### config.mk
export PLATFORM = sky130hd
export DESIGN_NAME = seqdiv_sat
export DESIGN_NICKNAME = d
export VERILOG_FILES = /design/src/rtl/seqdiv_pkg.sv /design/src/rtl/seqdiv_ovf_check.sv /design/src/rtl/seqdiv_step.sv /design/src/rtl/seqdiv_ctrl.sv /design/src/rtl/seqdiv_sat.sv
export SDC_FILE = /design/constraint.sdc
export NUM_CORES = 1
export LEC_CHECK = 0
export BUFFER_PORTS_ARGS = -buffer_cell sky130_fd_sc_hd__buf_2
export CORE_ASPECT_RATIO = 1.25
export CORE_UTILIZATION = 47
export CTS_CLUSTER_DIAMETER = 40
export DETAILED_ROUTE_END_ITERATION = 7
export MAX_ROUTING_LAYER = met4
export PLACE_DENSITY = 0.69
export SYNTH_ARGS = -nofsm -noshare
export SYNTH_HDL_FRONTEND = slang
export SYNTH_SLANG_ARGS = --single-unit
### constraint.sdc
create_clock -name clk -period 4.1 [get_ports clk]
set_input_delay 0.205 -clock clk [delete_from_list [all_inputs] [get_ports clk]]
set_output_delay 0.205 -clock clk [all_outputs]
set_load 0.05 [all_outputs]
### src/rtl/seqdiv_pkg.sv
`timescale 1ns/1ps
package seqdiv_pkg;
    typedef enum logic [1:0] {
        S_IDLE,
        S_STEP,
        S_FINISH
    } div_state_t;
endpackage

### src/rtl/seqdiv_ovf_check.sv
`timescale 1ns/1ps
// Decides whether the quotient can exceed the quotient width.
// A zero denominator always compares as overflow.
module seqdiv_ovf_check #(
    parameter int NUM_W = 32,
    parameter int DEN_W = 15,
    localparam int HI_W = NUM_W - DEN_W
) (
    input  logic [HI_W-1:0]  num_hi,
    input  logic [DEN_W-1:0] den,
    output logic             ovf
);
    always_comb begin
        ovf = (num_hi >= {{(HI_W-DEN_W){1'b0}}, den});
    end
endmodule

### src/rtl/seqdiv_step.sv
`timescale 1ns/1ps
// One fused iteration: trial-subtract den from the upper window, keep the
// difference when it is non-negative, then shift left and insert the bit.
module seqdiv_step #(
    parameter int NUM_W = 32,
    parameter int DEN_W = 15,
    localparam int HI_W  = NUM_W - DEN_W,
    localparam int WIN_W = HI_W + 1
) (
    input  logic [NUM_W-1:0] w_cur,
    input  logic [DEN_W-1:0] den,
    output logic [NUM_W-1:0] w_next,
    output logic             qbit,
    output logic             lost_bit
);
    logic [WIN_W-1:0] win;
    logic [WIN_W:0]   diff;
    logic [WIN_W-1:0] win_new;

    always_comb begin
        win      = w_cur[NUM_W-1:DEN_W-1];
        diff     = {1'b0, win} - {{(WIN_W+1-DEN_W){1'b0}}, den};
        qbit     = ~diff[WIN_W];
        win_new  = qbit ? diff[WIN_W-1:0] : win;
        lost_bit = win_new[WIN_W-1];
        w_next   = {win_new[WIN_W-2:0], w_cur[DEN_W-2:0], qbit};
    end
endmodule

### src/rtl/seqdiv_ctrl.sv
`timescale 1ns/1ps
module seqdiv_ctrl
    import seqdiv_pkg::*;
#(
    parameter int Q_W = 15,
    localparam int CNT_W = $clog2(Q_W)
) (
    input  logic clk,
    input  logic rst_n,
    input  logic start,
    input  logic ovf_now,
    output logic busy,
    output logic done,
    output logic load,
    output logic sat,
    output logic step_en,
    output logic last
);
    div_state_t       state, state_nx;
    logic [CNT_W-1:0] cnt;

    always_ff @(posedge clk or negedge rst_n) begin
        if (!rst_n) state <= S_IDLE;
        else        state <= state_nx;
    end

    always_ff @(posedge clk or negedge rst_n) begin
        if (!rst_n)       cnt <= '0;
        else if (load)    cnt <= '0;
        else if (step_en) cnt <= cnt + 1'b1;
    end

    always_comb begin
        state_nx = state;
        unique case (state)
            S_IDLE:   if (start) state_nx = ovf_now ? S_FINISH : S_STEP;
            S_STEP:   if (cnt == CNT_W'(Q_W-1)) state_nx = S_FINISH;
            S_FINISH: state_nx = S_IDLE;
            default:  state_nx = S_IDLE;
        endcase
    end

    always_comb begin
        busy    = (state != S_IDLE);
        done    = (state == S_FINISH);
        load    = (state == S_IDLE) && start && !ovf_now;
        sat     = (state == S_IDLE) && start && ovf_now;
        step_en = (state == S_STEP);
        last    = step_en && (cnt == CNT_W'(Q_W-1));
    end


    done_pulse_chk: assert property (@(posedge clk) disable iff (!rst_n)
        done |=> !done);

    busy_rise_chk: assert property (@(posedge clk) disable iff (!rst_n)
        $rose(busy) |-> $past(start));

    step_count_chk: assert property (@(posedge clk) disable iff (!rst_n)
        (state == S_STEP) |-> (cnt <= CNT_W'(Q_W-1)));
endmodule

### src/rtl/seqdiv_sat.sv
`timescale 1ns/1ps
module seqdiv_sat #(
    parameter int NUM_W = 32,
    parameter int DEN_W = 15,
    localparam int Q_W = DEN_W,
    localparam int R_W = NUM_W - DEN_W
) (
    input  logic             clk,
    input  logic             rst_n,
    input  logic             start,
    input  logic [NUM_W-1:0] n,
    input  logic [DEN_W-1:0] d,
    output logic             busy,
    output logic             done,
    output logic [Q_W-1:0]   q,
    output logic [R_W-1:0]   r,
    output logic             ovf
);
    logic [NUM_W-1:0] w_reg, w_next;
    logic [DEN_W-1:0] d_q;
    logic ovf_now, load, sat, step_en, last, qbit, lost_bit;

    seqdiv_ovf_check #(.NUM_W(NUM_W), .DEN_W(DEN_W)) u_ovf (
        .num_hi (n[NUM_W-1:Q_W]),
        .den    (d),
        .ovf    (ovf_now)
    );

    seqdiv_step #(.NUM_W(NUM_W), .DEN_W(DEN_W)) u_step (
        .w_cur    (w_reg),
        .den      (d_q),
        .w_next   (w_next),
        .qbit     (qbit),
        .lost_bit (lost_bit)
    );

    seqdiv_ctrl #(.Q_W(Q_W)) u_ctrl (
        .clk     (clk),
        .rst_n   (rst_n),
        .start   (start),
        .ovf_now (ovf_now),
        .busy    (busy),
        .done    (done),
        .load    (load),
        .sat     (sat),
        .step_en (step_en),
        .last    (last)
    );

    always_ff @(posedge clk or negedge rst_n) begin
        if (!rst_n) begin
            w_reg <= '0;
            d_q   <= '0;
        end else if (load) begin
            w_reg <= n;
            d_q   <= d;
        end else if (step_en) begin
            w_reg <= w_next;
        end
    end

    always_ff @(posedge clk or negedge rst_n) begin
        if (!rst_n) begin
            q   <= '0;
            r   <= '0;
            ovf <= 1'b0;
        end else if (sat) begin
            q   <= '1;
            r   <= '0;
            ovf <= 1'b1;
        end else if (last) begin
            q   <= w_next[Q_W-1:0];
            r   <= w_next[NUM_W-1:Q_W];
            ovf <= 1'b0;
        end
    end


    rem_below_den_chk: assert property (@(posedge clk) disable iff (!rst_n)
        (done && !ovf) |-> (r < {{(R_W-DEN_W){1'b0}}, d_q}));

    window_fit_chk: assert property (@(posedge clk) disable iff (!rst_n)
        step_en |-> !lost_bit);

    qbit_known_chk: assert property (@(posedge clk) disable iff (!rst_n)
        step_en |-> !$isunknown(qbit));

    sat_value_chk: assert property (@(posedge clk) disable iff (!rst_n)
        ovf |-> (q == '1 && r == '0));

    result_hold_chk: assert property (@(posedge clk) disable iff (!rst_n)
        !$rose(done) |-> ($stable(q) && $stable(r) && $stable(ovf)));
endmodule

# --- Word-level counts from Yosys, hierarchy flattened ---
# Index checks and enable logic that the tools add are counted.
# Widths: inputs -> output; s select.
op_classes:
  addsub: 2
  n_mul: 0
  div: 0
  magnitude_cmp: 1
  n_eq_ne: 5
  n_shift: 0
  muxes: 15
  bitwise: 1
  n_reduce_logical: 10
op_table:
  columns: ["cell", "n"]
  rows:
  - ["$mux 32", 2]
  - ["$mux 17", 3]
  - ["$mux 15", 2]
  - ["$sub 18x15->19", 1]
  - ["$ge 17x15->1", 1]
  - ["$mux 4", 2]
  - ["$mux 2", 3]
  - ["$reduce_bool 2->1", 3]
  - ["$add 4x1->4 const B", 1]
  - ["$eq 4x4->1 const B", 1]
  - ["$logic_and 1x1->1", 4]
  - ["$pmux 2 s2", 1]
  - ["$eq 2x1->1 const B", 1]
  - ["$eq 2x2->1 const B", 1]
  - ["$logic_not 2->1", 1]
  - ["$mux 1", 2]
  - ["$ne 2x1->1 const B", 1]
  - ["$ne 2x2->1 const B", 1]
  - ["$reduce_and 2->1", 1]
  - ["$logic_not 1->1", 1]
  - ["$not 1->1", 1]
totals:
  reg_bits: 86
  latch_bits: 0
  ram_bits: 0
  romBits: 0
  in_bits: 50
  memories: 0

# --- Depth between registers and ports, before layout ---
depth:
  word_depth: 4
  mapped_depth: 12
  mapped_depth_nobuf: 11

# --- By module ---
# From an unflattened synthesis, not the netlist that was laid out.
hier_totals:
  cells_unflattened: 529
  area_unflattened_um2: 5253.8
modules_own_cells:
  columns: ["mod", "n_inst", "cells_per_inst", "area_per_inst_um2"]
  rows:
  - ["seqdiv_sat", 1, 279, 3387.0]
  - ["seqdiv_step", 1, 163, 1138.6]
  - ["seqdiv_ovf_check", 1, 54, 380.4]
  - ["seqdiv_ctrl", 1, 33, 347.8]

# --- Worst setup path after synthesis ---
# Ideal clock, no wire load.
synth_timing:
  path_type: "register to register"
  from: "reg w_reg[14]"
  to: "reg w_reg[16]"
  setup_ps: 134
  t_arrival_ps: 2390
  setup_slack_ps: 1576
  path_stages_with_launch: 12
  path_buffers: 1
  period_less_slack_ps: 2524
  cell_sequence: "dfrtp_1 inv_1 ha_1 inv_1 fa_1 a211oi_1 o21bai_2 o21ai_2 o311a_4 buf_2 mux2i_1 o21ai_0"
synth_via:
  elab_chain_cells: 4
synth_rtl:
  columns: ["item", "line_no", "source"]
  rows:
  - ["from (decl)", "seqdiv_sat.sv:19", "logic [NUM_W-1:0] w_reg, w_next;"]
  - ["from (signal assigned)", "seqdiv_sat.sv:55", "w_reg <= n;"]
  - ["from (signal assigned)", "seqdiv_sat.sv:58", "w_reg <= w_next;"]
  - ["$sub 18x15->19", "seqdiv_step.sv:22", "diff = {1'b0, win} - {{(WIN_W+1-DEN_W){1'b0}}, den};"]
  - ["$mux 17", "seqdiv_step.sv:24", "win_new = qbit ? diff[WIN_W-1:0] : win;"]
  - ["$mux 32", "seqdiv_sat.sv:57", "end else if (step_en) begin"]
  - ["$mux 32", "seqdiv_sat.sv:54", "end else if (load) begin"]
# No other way between the ends. The select of a mux whose other input is x is not followed.
# A chain may end at the register's enable or synchronous reset.

# --- Final worst setup path ---
layout_timing:
  from: "reg w_reg[14]"
  to: "reg w_reg[23]"
# Same word-level chain as after synthesis.

==> reports/summary.txt <==
Status - complete, no violations
Cell mode on critical path - inv_1
Antenna violations before repair - 0
Final hold viol count - 0
Reg2Reg Depth - 12
Post-Synth Adder-Cell Area - 8.57%
H-tree Lvls - 3
Area Overhead vs Synth - 17.2%
Largest family of logic cells by synthesized area - compound AO/OA/AOI/OAI gates
Setup TNS - 0 ps
CTS tree - yes
IO Count - 85
TritonCTS Buffers - 9
Pwr/cell area - 787 nW/um2
DRT iter0 DRCs - 238
Post-synthesis simple-gate area fraction - 15.4%
EDFF count, synth - 0
Wire length per cell - 17.0 um
Slew HR - 27.3%
Mux cell area share after synthesis - 1.45%
CP Cell Sequence - inv_1, ha_1, inv_1, fa_1, a211oi_1, o21bai_2, o21ai_2, o311ai_2, buf_4, mux2_2, a22oi_1, nand2_1
Max rail drop VDD - 0.305 mV
Worst path slowest cell - fa_1
Power, Total - 4520 uW
Synth Register Bits - 86
Total die area - 10800 um2
Final min period - 3070 ps
First-pass GRT wire length - 20.8 mm
Post-Synth XOR/XNOR Area - 1.79%
Worst clock skew - 6.51 ps
Routed via count - 4259
Critical setup path kind - reg -> reg
Syn Nets - 621
Worst-path clk slew - 60 ps
CP Capture Type - flop
DRC Markers - 0
Root Buffer - clkbuf_16
Post-CTS Resized - 0
Worst-path fanout max - 11
Antenna-violating nets left - 0
Finished Cell Area - 5750 um2
Syn Inst Count - 538
Peak Freq - 326 MHz
Seq/Total Area, Yosys - 43.9%
Clock buffer depth - 2
Setup Fix Bufs, Post-CTS - 0
Tcrit/Tclk final - 74.9%
Hold WC Path Type - in -> async
Layout Utilization - 56.9%
Static Leakage - 0.00283 uW
R2r startpoint - w_reg[14]
Main flop type after synthesis - dfrtp_1
Area after DPL - 5440 um2
Slew @ Worst Pin - 1090 ps
Nets - 696
Mapped cell area - 4900 um2
Max reg flops - 32
Worst EP required - 4320 ps
Reg2reg setup slack - 1030 ps
Worst path arrival time - 3290 ps
Largest net degree at the start of global routing - 87
Congestion Overflow GR - 0
Final setup viols - 0
Post-detail-place hpwl - 9.15 mm
Compound-gate portion of the synthesized area - 23.5%
Warnings, synthesis - 0
Site Rows - 41
Ys async rst share - 100%
GP Congestion - 0.957
Maxcap violations - 0
R2R Path End - w_reg[23]
Hold buffers post-CTS - 0
RSZ-0062 raised after global routing - no
Slew Viols, Final - 0
Vias in the first global route - 4222
GRT Overall Usage - 25.7%
# diodes - 0
Slowest stage delay, CP - 430 ps
Synth cell types - 58
# clock sinks - 86
Die Wd - 93.4 um
Via density - 5.72
Drt first pass iters - 5
# fillers - 905
Setup crit end - w_reg[23]
DIE HEIGHT - 116 um
Worst setup SP type - flop
Post-Syn Area per Cell - 9.11 um2
Routed wire length - 12.7 mm
Worst Setup SP - w_reg[14]
Share of layout cells above drive strength 1 - 19.5%
Starting Density - 48.5%
Core footprint - 10100 um2
Worst-Skew Late Latency - 330 ps
I/O Buffers - 84
==> how the worst min path moves through the flow <==
| stage | endpoint | slack, ps | depth (start not counted) |
|---|---|---|---|
| floorplan | d_q[0] | -90 | 0 |
| global placement | d_q[1] | 430 | 3 |
| detailed placement | w_reg[6] | 430 | 3 |
| CTS | d_q[9] | 80 | 3 |
| global route | w_reg[12] | 90 | 3 |
| finish | q[2] | 60 | 1 |
==> area by class of cell <==
type                       instances  area (um2)  area share, %
clock inverter                     4        72.6           1.26
clock buffer                      10         239           4.16
sequential                        86        2150           37.4
tap                              129         161           2.81
timing repair buffer              93         490           8.53
multi-input combinational        386        2490           43.4
inverter                          37         139           2.42
==> critical path, delay by kind of cell (launching register included) <==
| family | cells | cell delay [ps] |
|---|---|---|
| and+or+nand+nor | 1 | 80 |
| adders and majority gates | 2 | 600 |
| DFF | 1 | 380 |
| buffers and inverters | 3 | 390 |
| AOI/OAI and AO/OA | 5 | 1210 |
| muxes | 1 | 290 |
==> where the power goes <==
part / switching [uW] / total [uW] / internal [uW]
Sequential: 189 / 1280 / 1100
Clock: 329 / 872 / 543
Combinational: 1450 / 2370 / 921
Total: 1960 / 4520 / 2560
==> cell usage in the layout (no fill, tap or decap), types with 6 or more instances in the layout <==
cell type | Yosys | final
a22oi_1 | 23 | 23
xnor2_1 | 6 | 6
nand3_1 | 7 | 7
o2bb2ai_1 | 11 | 11
inv_1 | 37 | 37
dfrtp_1 | 86 | 86
clkbuf_16 | 0 | 9
nor2_1 | 47 | 47
ha_1 | 32 | 32
mux2i_1 | 6 | 6
a21oi_1 | 39 | 38
a211o_1 | 6 | 6
o21a_1 | 7 | 7
o21ai_0 | 39 | 39
nand2_1 | 74 | 74
buf_2 | 13 | 83
buf_4 | 0 | 10
==> synthesized netlist by cell type, drive strengths merged (2+ instances only) <==
master	instances	share of area, %
a41oi	2	0.36
xor2	4	0.71
buf	14	1.4
o2bb2ai	11	2.0
nand2b	4	0.51
ha	32	8.2
dfrtp	86	44
mux2i	6	1.2
a211oi	5	0.77
and3	5	0.64
o21a	7	1.1
o22ai	2	0.26
nor2b	5	0.64
a21oi	39	4.0
clkbuf	15	1.1
nor3	5	0.74
o221ai	3	0.54
o211ai	2	0.31
xnor2	6	1.1
a21o	5	0.77
and2	5	0.64
a22oi	23	3.5
nor4	2	0.38
nand2	74	5.7
o21ai	42	4.4
o31a	3	0.54
a22o	4	0.71
nand3	8	1.1
a31oi	5	0.64
nor2	47	3.6
nand4	4	0.51
a211o	6	1.1
o31ai	2	0.31
inv	37	2.8
==> layer usage <==
metal  up-vias  track usage [%]  share of wire [%]
li1       2052                -                  -
met1      2037             32.1                 44
met2       151             42.8                 49
met3        19             3.58                5.4
met4         0             8.92                1.9
met5         -                -                  0
==> logic make-up (layout without fill, tap and decap cells) <==
| logic type | count (synthesis) | after routing |
|---|---|---|
| AO/OA/AOI/OAI | 171 | 171 |
| AND/OR/NAND/NOR | 165 | 165 |
| flip-flops | 86 | 86 |
| adder cells (fa/ha/maj) | 33 | 33 |
| multiplexers | 7 | 7 |
| buffers and inverters | 66 | 144 |
| XOR/XNOR | 10 | 10 |
==> through the flow <==
step | hold slack, ps | setup slack [ps] | cells
floorplan | -90.6 | 1580 | 538
global placement | 429 | 1050 | 731
detailed placement | 427 | 1020 | 731
CTS | 82.1 | 1090 | 745
global route | 86.1 | 905 | 745
finish | 55.1 | 1030 | 745
(Power assumes the default switching activity.)
